**src/rtl/chain_pkg.sv**
```systemverilog
package chain_pkg;
    localparam int WORD_W      = 32;
    localparam int CODE_W      = 8;
    localparam int TGT_W       = 24;
    localparam int KEY_W       = 8;
    localparam int CNT_W       = 16;
    localparam int RSV_W       = 4;
    localparam int BIT_DCHAIN  = 31;
    localparam int BIT_CCHAIN  = 30;
    localparam int BIT_IZC     = 29;
    localparam int BIT_SKIP    = 28;
    localparam int RSV_LSB     = 24;
    localparam int KEY_LSB     = 16;
    localparam int CODE_LSB    = 24;

    typedef enum logic [2:0] {
        ST_IDLE,
        ST_FETCH0,
        ST_FETCH1,
        ST_DECODE,
        ST_RUN,
        ST_DONE
    } seq_state_t;

    typedef struct packed {
        logic [CODE_W-1:0] code;
        logic [TGT_W-1:0]  target;
        logic              dchain;
        logic              cchain;
        logic              izc;
        logic              skip;
        logic              rsvd_nz;
        logic [KEY_W-1:0]  key;
        logic [CNT_W-1:0]  count;
        logic              is_tic;
    } desc_t;
endpackage

```
**src/rtl/chain_field_decode.sv**
```systemverilog
module chain_field_decode
    import chain_pkg::*;
#(
    parameter logic [CODE_W-1:0] TIC_CODE = 8'h08
) (
    input  logic [WORD_W-1:0] word0,
    input  logic [WORD_W-1:0] word1,
    output desc_t             fields
);
    always_comb begin
        fields.code    = word0[CODE_LSB +: CODE_W];
        fields.target  = word0[TGT_W-1:0];
        fields.dchain  = word1[BIT_DCHAIN];
        fields.cchain  = word1[BIT_CCHAIN];
        fields.izc     = word1[BIT_IZC];
        fields.skip    = word1[BIT_SKIP];
        fields.rsvd_nz = |word1[RSV_LSB +: RSV_W];
        fields.key     = word1[KEY_LSB +: KEY_W];
        fields.count   = word1[CNT_W-1:0];
        fields.is_tic  = (word0[CODE_LSB +: CODE_W] == TIC_CODE);
    end
endmodule

```
**src/rtl/chain_tic_guard.sv**
```systemverilog
module chain_tic_guard #(
    parameter int MAX_TIC = 2
) (
    input  logic clk,
    input  logic rst_n,
    input  logic clear,
    input  logic bump,
    output logic full
);
    localparam int CW = $clog2(MAX_TIC + 2);
    localparam logic [CW-1:0] LIMIT = CW'(MAX_TIC);

    logic [CW-1:0] run_q;

    always_ff @(posedge clk or negedge rst_n) begin
        if (!rst_n) begin
            run_q <= '0;
        end else if (clear) begin
            run_q <= '0;
        end else if (bump && run_q != LIMIT) begin
            run_q <= run_q + 1'b1;
        end
    end

    assign full = (run_q == LIMIT);

    // consecutive jump count never passes its limit
    assert_tic_bound_R5: assert property (@(posedge clk) disable iff (!rst_n)
        run_q <= LIMIT);
endmodule

```
**src/rtl/desc_chain_seq.sv**
```systemverilog
module desc_chain_seq
    import chain_pkg::*;
#(
    parameter int                ADDR_W   = 24,
    parameter int                MAX_TIC  = 2,
    parameter logic [CODE_W-1:0] TIC_CODE = 8'h08
) (
    input  logic              clk,
    input  logic              rst_n,
    input  logic              start,
    input  logic [ADDR_W-1:0] start_addr,
    input  logic              count_zero,
    output logic              mem_req,
    output logic [ADDR_W-1:0] mem_addr,
    input  logic              mem_valid,
    input  logic [WORD_W-1:0] mem_rdata,
    output logic              load_en,
    output logic [ADDR_W-1:0] load_addr,
    output logic [CNT_W-1:0]  load_count,
    output logic              load_skip,
    output logic [KEY_W-1:0]  load_key,
    output logic              order_new,
    output logic [CODE_W-1:0] order_code,
    output logic              order_end,
    output logic              irq_req,
    output logic              prog_err,
    output logic              dev_active,
    output logic              busy
);
    localparam logic [ADDR_W-1:0] STEP_WORD = ADDR_W'(4);
    localparam logic [ADDR_W-1:0] STEP_DESC = ADDR_W'(8);

    seq_state_t        state, nxt;
    logic [WORD_W-1:0] w0_q, w1_q;
    logic [ADDR_W-1:0] ptr_q;
    logic              cont_q;
    logic              act_q;
    logic              err_q;
    desc_t             f;
    logic              tic_full;
    logic              tic_bump;
    logic              tic_clear;
    logic              dec_fault;

    chain_field_decode #(.TIC_CODE(TIC_CODE)) u_decode (
        .word0  (w0_q),
        .word1  (w1_q),
        .fields (f)
    );

    chain_tic_guard #(.MAX_TIC(MAX_TIC)) u_tic_guard (
        .clk   (clk),
        .rst_n (rst_n),
        .clear (tic_clear),
        .bump  (tic_bump),
        .full  (tic_full)
    );

    always_comb begin
        dec_fault = f.is_tic ? tic_full : f.rsvd_nz;
        tic_bump  = (state == ST_DECODE) && f.is_tic && !tic_full;
        tic_clear = ((state == ST_DECODE) && !f.is_tic) ||
                    ((state == ST_IDLE) && start);
    end

    // State register
    always_ff @(posedge clk or negedge rst_n) begin
        if (!rst_n) state <= ST_IDLE;
        else        state <= nxt;
    end

    // Transitions
    always_comb begin
        nxt = state;
        unique case (state)
            ST_IDLE:   if (start) nxt = ST_FETCH0;
            ST_FETCH0: if (mem_valid) nxt = ST_FETCH1;
            ST_FETCH1: if (mem_valid) nxt = ST_DECODE;
            ST_DECODE: begin
                if (dec_fault)     nxt = ST_DONE;
                else if (f.is_tic) nxt = ST_FETCH0;
                else               nxt = ST_RUN;
            end
            ST_RUN: begin
                if (count_zero) nxt = (f.dchain || f.cchain) ? ST_FETCH0 : ST_DONE;
            end
            ST_DONE:   nxt = ST_IDLE;
            default:   nxt = ST_IDLE;
        endcase
    end

    // Descriptor context
    always_ff @(posedge clk or negedge rst_n) begin
        if (!rst_n) begin
            w0_q   <= '0;
            w1_q   <= '0;
            ptr_q  <= '0;
            cont_q <= 1'b0;
            act_q  <= 1'b0;
            err_q  <= 1'b0;
        end else begin
            unique case (state)
                ST_IDLE: begin
                    if (start) begin
                        ptr_q  <= start_addr;
                        cont_q <= 1'b0;
                        err_q  <= 1'b0;
                    end
                end
                ST_FETCH0: if (mem_valid) w0_q <= mem_rdata;
                ST_FETCH1: begin
                    if (mem_valid) begin
                        w1_q  <= mem_rdata;
                        ptr_q <= ptr_q + STEP_DESC;
                    end
                end
                ST_DECODE: begin
                    if (dec_fault) begin
                        err_q <= 1'b1;
                        act_q <= 1'b0;
                    end else if (f.is_tic) begin
                        ptr_q <= f.target[ADDR_W-1:0];
                    end else begin
                        act_q <= 1'b1;
                    end
                end
                ST_RUN: begin
                    if (count_zero) begin
                        if (f.dchain) begin
                            cont_q <= 1'b1;
                        end else begin
                            cont_q <= 1'b0;
                            act_q  <= 1'b0;
                        end
                    end
                end
                ST_DONE: ;
                default: ;
            endcase
        end
    end

    // Outputs
    always_comb begin
        busy       = (state != ST_IDLE);
        mem_req    = (state == ST_FETCH0) || (state == ST_FETCH1);
        mem_addr   = (state == ST_FETCH1) ? ptr_q + STEP_WORD : ptr_q;
        load_en    = (state == ST_DECODE) && !f.is_tic && !dec_fault;
        load_addr  = f.target[ADDR_W-1:0];
        load_count = f.count;
        load_skip  = f.skip;
        load_key   = f.key;
        order_new  = load_en && !cont_q;
        order_code = f.code;
        irq_req    = (state == ST_RUN) && count_zero && f.izc;
        order_end  = (state == ST_RUN) && count_zero && !f.dchain;
        prog_err   = (state == ST_DONE) && err_q;
        dev_active = act_q;
    end

    // address held while a read waits
    assert_addr_hold_R1: assert property (@(posedge clk) disable iff (!rst_n)
        (mem_req && !mem_valid) |=> $stable(mem_addr));

    // second word follows the first by one word
    assert_word_pair_R1: assert property (@(posedge clk) disable iff (!rst_n)
        (state == ST_FETCH0 && mem_valid) |=> (mem_addr == $past(mem_addr) + STEP_WORD));

    // data chaining keeps the device order alive
    assert_chain_keeps_device_R3: assert property (@(posedge clk) disable iff (!rst_n)
        (state == ST_RUN && count_zero && f.dchain) |=> (dev_active && mem_req));

    // a followed jump redirects the next fetch
    assert_jump_target_R4: assert property (@(posedge clk) disable iff (!rst_n)
        (state == ST_DECODE && f.is_tic && !dec_fault) |=>
            (mem_addr == $past(f.target[ADDR_W-1:0])));

    // error endings are silent to the device
    assert_err_quiet_R5: assert property (@(posedge clk) disable iff (!rst_n)
        prog_err |-> (!dev_active && !order_end && !load_en));

    // a normal end releases the device
    assert_end_release_R7: assert property (@(posedge clk) disable iff (!rst_n)
        order_end |=> !dev_active);

    // a new order never opens over an active one
    assert_new_when_free_R8: assert property (@(posedge clk) disable iff (!rst_n)
        order_new |-> !dev_active);

    // an idle sequencer drives nothing
    assert_idle_quiet_R10: assert property (@(posedge clk) disable iff (!rst_n)
        !busy |-> (!mem_req && !load_en && !dev_active && !irq_req && !order_end));
endmodule

```
**config.mk**
```make
export PLATFORM = sky130hd
export DESIGN_NAME = desc_chain_seq
export DESIGN_NICKNAME = d
export VERILOG_FILES = /design/src/rtl/chain_pkg.sv /design/src/rtl/chain_field_decode.sv /design/src/rtl/chain_tic_guard.sv /design/src/rtl/desc_chain_seq.sv
export SDC_FILE = /design/constraint.sdc
export NUM_CORES = 1
export LEC_CHECK = 0
export ABC_CLOCK_PERIOD_IN_PS = 2300
export CAP_MARGIN = 0
export CORE_UTILIZATION = 55
export DETAILED_ROUTE_END_ITERATION = 7
export DONT_BUFFER_PORTS = 1
export GPL_ROUTABILITY_DRIVEN = 0
export PLACE_DENSITY_LB_ADDON = 0.1
export RECOVER_POWER = 100
export SLEW_MARGIN = 20
export SYNTH_ARGS = -nofsm -noshare
export SYNTH_HDL_FRONTEND = slang
export SYNTH_SLANG_ARGS = --single-unit
```
**constraint.sdc**
```tcl
create_clock -name clk -period 2.3 [get_ports clk]
set_clock_uncertainty 0.1 [all_clocks]
set_input_delay 0.115 -clock clk [delete_from_list [all_inputs] [get_ports clk]]
set_output_delay 0.115 -clock clk [all_outputs]
set_load 0.02 [all_outputs]
```
==> results.sh <==
export IMPL_status="finished with violations"
export IMPL_violated_checks="negative hold slack"
export IMPL_drt_iter0_markers=175
export IMPL_cp_arrival_ns=2.43
export IMPL_postSynthNetCount=590
export IMPL_floorplan_rows=36
export IMPL_syn_area_sq_mm=0.00549
export IMPL_worstSetupEndpointType="flip-flop"
export IMPL_post_layout_nonfiller_instances=704
export IMPL_timing_final_hold_violations=96
export IMPL_die_area_sq_mm=0.0104
export IMPL_cts_made_buffers=9
export IMPL_ctsRootBufferMaster="sky130_fd_sc_hd__clkbuf_8"
export IMPL_cts_tree="done"
export IMPL_seq_area_sq_mm=0.00242
export IMPL_power_clock_fraction=0.112
export IMPL_worstMarginPinSlew_ns=0.513
export IMPL_overflow=0
export IMPL_synth_top_cell_area_share=0.437
export IMPL_dpl_worst_slack_ns=0.196
export IMPL_num_fill_cells=846
export IMPL_io_buffer_count=0
export IMPL_synth_seq_area_share=0.437
export IMPL_floorplan_initialDensity=0.565
export IMPL_firstDrtPassIters=5
export IMPL_dp_final_hpwl_um=8500
export IMPL_clockBufferDepth=2
export IMPL_track_usage=0.256
export IMPL_insertion_delay_ns=0.38
export IMPL_layout_worst_path_cycle_share=0.970
export IMPL_share_comb_of_total_power=0.438
export IMPL_timing_hold_worst_class="input pin to asynchronous set/reset pin"
export IMPL_setup_viol_count_final=0
export IMPL_synthesis_yosys_warnings=0
export IMPL_switching_share=0.458
export IMPL_layout_commonest_cell="sky130_fd_sc_hd__dfrtp_1"
export IMPL_post_route_cells_drive_above_1_share=0.303
export IMPL_cellInternalPower_uw=4850
export IMPL_cts_reportedPaths_clkPinSlew_ns=0.09
export IMPL_regToRegSetupSlack_ns=0.07
export IMPL_remaining_antenna_violation_count=0
export IMPL_cts_num_sinks=96
export IMPL_critical_path_max_fanout=32
export IMPL_worstPathRequired_ns=2.50
export IMPL_power_share_sequential=0.450
export IMPL_grt_antenna_before_repair=0
export IMPL_fin_crit_ns=2.23
export IMPL_peakVddDrop_v=0.000657
export IMPL_critical_path_class="flip-flop to flip-flop"
export IMPL_setup_tns_ns=0
export IMPL_largest_net_degree_at_the_start_of_global_routing=97
export IMPL_floorplan_die_width_um=102
export IMPL_fin_worst_hold_slack_ns=-0.677
export IMPL_power_per_cell_area_mw_per_mm2=1430
export IMPL_first_global_vias=3936
export IMPL_antenna_cells=0
export IMPL_maxSlewViolCount=0
export IMPL_maxClockFrequency_ghz=0.448
export IMPL_cell_count_after_synthesis=526
export IMPL_placeable_core_area_sq_mm=0.00973
export IMPL_post_route_drc_count=0
export IMPL_p_leak_uw=0.00259
export IMPL_max_slew_margin=0.659
export IMPL_htree_num_levels=3
export IMPL_fp_dieH_um=102
export IMPL_grt_pass1_wl_um=20200
export IMPL_grt_setup_unrepaired="true"
export IMPL_num_vias=3974
export IMPL_synth_area_top_cells="sky130_fd_sc_hd__dfrtp_1, sky130_fd_sc_hd__mux2_2, sky130_fd_sc_hd__buf_4"
export IMPL_nets=630
export IMPL_final_setup_worst_slack_ns=0.0690
export IMPL_routed_via_density=5.64
export IMPL_multiInputGateArea_sq_mm=0.00244
export IMPL_average_instance_area_after_synthesis_sq_um=10.4
export IMPL_cts_hold_buffers=54
export IMPL_io_pins=150
export IMPL_yosys_cell_types_count=57
export IMPL_routedWlPerCell_um=18.2
export IMPL_drt_total_wl_um=12800
export IMPL_layout_common_cells="sky130_fd_sc_hd__dfrtp_1, sky130_fd_sc_hd__mux2_2, sky130_fd_sc_hd__dlygate4sd3_1"
export IMPL_cell_type_with_the_highest_aggregate_area_in_the_netlist="sky130_fd_sc_hd__dfrtp_1"
export IMPL_synthToLayoutAreaGrowth_pct=13.6
export IMPL_switchingPower_uw=4090
export IMPL_placedCellCount=616
export IMPL_maxCapViolCount=0
export IMPL_yosys_register_bits=96
export IMPL_timing_critical_path_from_type="flip-flop"
[per-layer routing]
layer  part of all wire  track usage
met1               0.44        0.340
met2               0.48        0.410
met3              0.064       0.0691
met4              0.012       0.0813
met5                  0            0
[sequential cells by signal, summed over array words and instances (netlist names)]
register,flops
ptr_q,24
err_q,1
w1_q,32
state,3
u_tic_guard.run_q,2
cont_q,1
dev_active,1
w0_q,32
[synth_stat cells, drive strengths merged]
cell type,n
dfrtp,96
buf,83
mux2,67
nand2,35
nor2,35
a21oi,32
o21ai,25
xor2,14
nand3,13
xnor2,13
clkbuf,9
a31oi,8
inv,8
nand4,8
nand2b,7
or3,7
a22o,6
and3,6
nor3,6
o22a,6
and4,4
nor4,4
o21a,4
a221o,3
and2,3
ha,3
o211ai,3
o22ai,3
nor3b,2
a22oi,1
a2bb2oi,1
a31o,1
a41oi,1
and4b,1
maj3,1
mux2i,1
nand3b,1
nand4b,1
nor2b,1
nor4b,1
o221ai,1
o32ai,1
[logic make-up after synthesis]
family | count (synthesis) | synth area share
adder cells (fa/ha/maj) | 4 | 0.00865
buffers and inverters | 100 | 0.127
flip-flops | 96 | 0.437
XOR/XNOR | 27 | 0.0430
AO/OA/AOI/OAI | 96 | 0.109
multiplexers | 68 | 0.139
AND/OR/NAND/NOR | 135 | 0.136
[power by group through the flow]
| stage | Sequential (uW) | Combinational [uW] | Clock [uW] |
|---|---|---|---|
| 3_3_place_gp | 4040 | 3610 | 0 |
| 6_report | 4020 | 3910 | 1010 |
| 4_1_cts | 4020 | 3880 | 1030 |
| 2_1_floorplan | 3030 | 4410 | 0 |
| 5_1_grt | 4160 | 4260 | 1100 |
| 3_5_place_dp | 4070 | 3680 | 0 |
[worst paths after layout]
path,from,endpoint,cells past startpoint
max in group asynchronous,rst_n,ptr_q[17],0
min in group clk,start_addr[16],ptr_q[16],3
hold / removal,rst_n,w1_q[5],0
hold reg to reg,w1_q[26],w1_q[26],1
setup reg to reg,w0_q[25],ptr_q[21],7
setup / recovery,w0_q[25],ptr_q[21],7
[cell type report]
| cell class | instances | share of cell area |
|---|---|---|
| clock buffers | 13 | 0.0239 |
| clock inverters | 3 | 0.00281 |
| inverters | 8 | 0.00481 |
| multi-input cells | 330 | 0.391 |
| flip-flops and latches | 96 | 0.387 |
| well taps | 133 | 0.0267 |
| repair buffers | 121 | 0.163 |
[worst max-delay path, stage by stage (launching register included)]
cell                       delay [ns]
sky130_fd_sc_hd__dfrtp_1         0.47
sky130_fd_sc_hd__nor4b_1         0.36
sky130_fd_sc_hd__buf_4           0.18
sky130_fd_sc_hd__a31o_2          0.21
sky130_fd_sc_hd__o21ai_2         0.06
sky130_fd_sc_hd__clkbuf_4        0.29
sky130_fd_sc_hd__a221o_2         0.36
sky130_fd_sc_hd__a21oi_1         0.13
[metrics by stage]
| stage | area [sq um] | total power (uW) | util | hold slack [ns] |
|---|---|---|---|---|
| global placement | 5390 | 7640 | 0.554 | -0.278 |
| finish | 6240 | 8940 | 0.641 | -0.677 |
| detailed placement | 5390 | 7750 | 0.554 | -0.278 |
| CTS | 6160 | 8940 | 0.633 | -0.691 |
| global route | 6240 | 9520 | 0.641 | -0.702 |
| floorplan | 5490 | 7440 | - | -0.281 |
[what timing repair did]
action | CTS | global route
setup buffers | 7 | 11
pin swaps | 6 | 9
hold endpoints to repair | 185 | 96
setup endpoints to repair | 10 | 15
gates resized for setup | 6 | 22
Note: power is estimated with default switching activity, not from simulation.
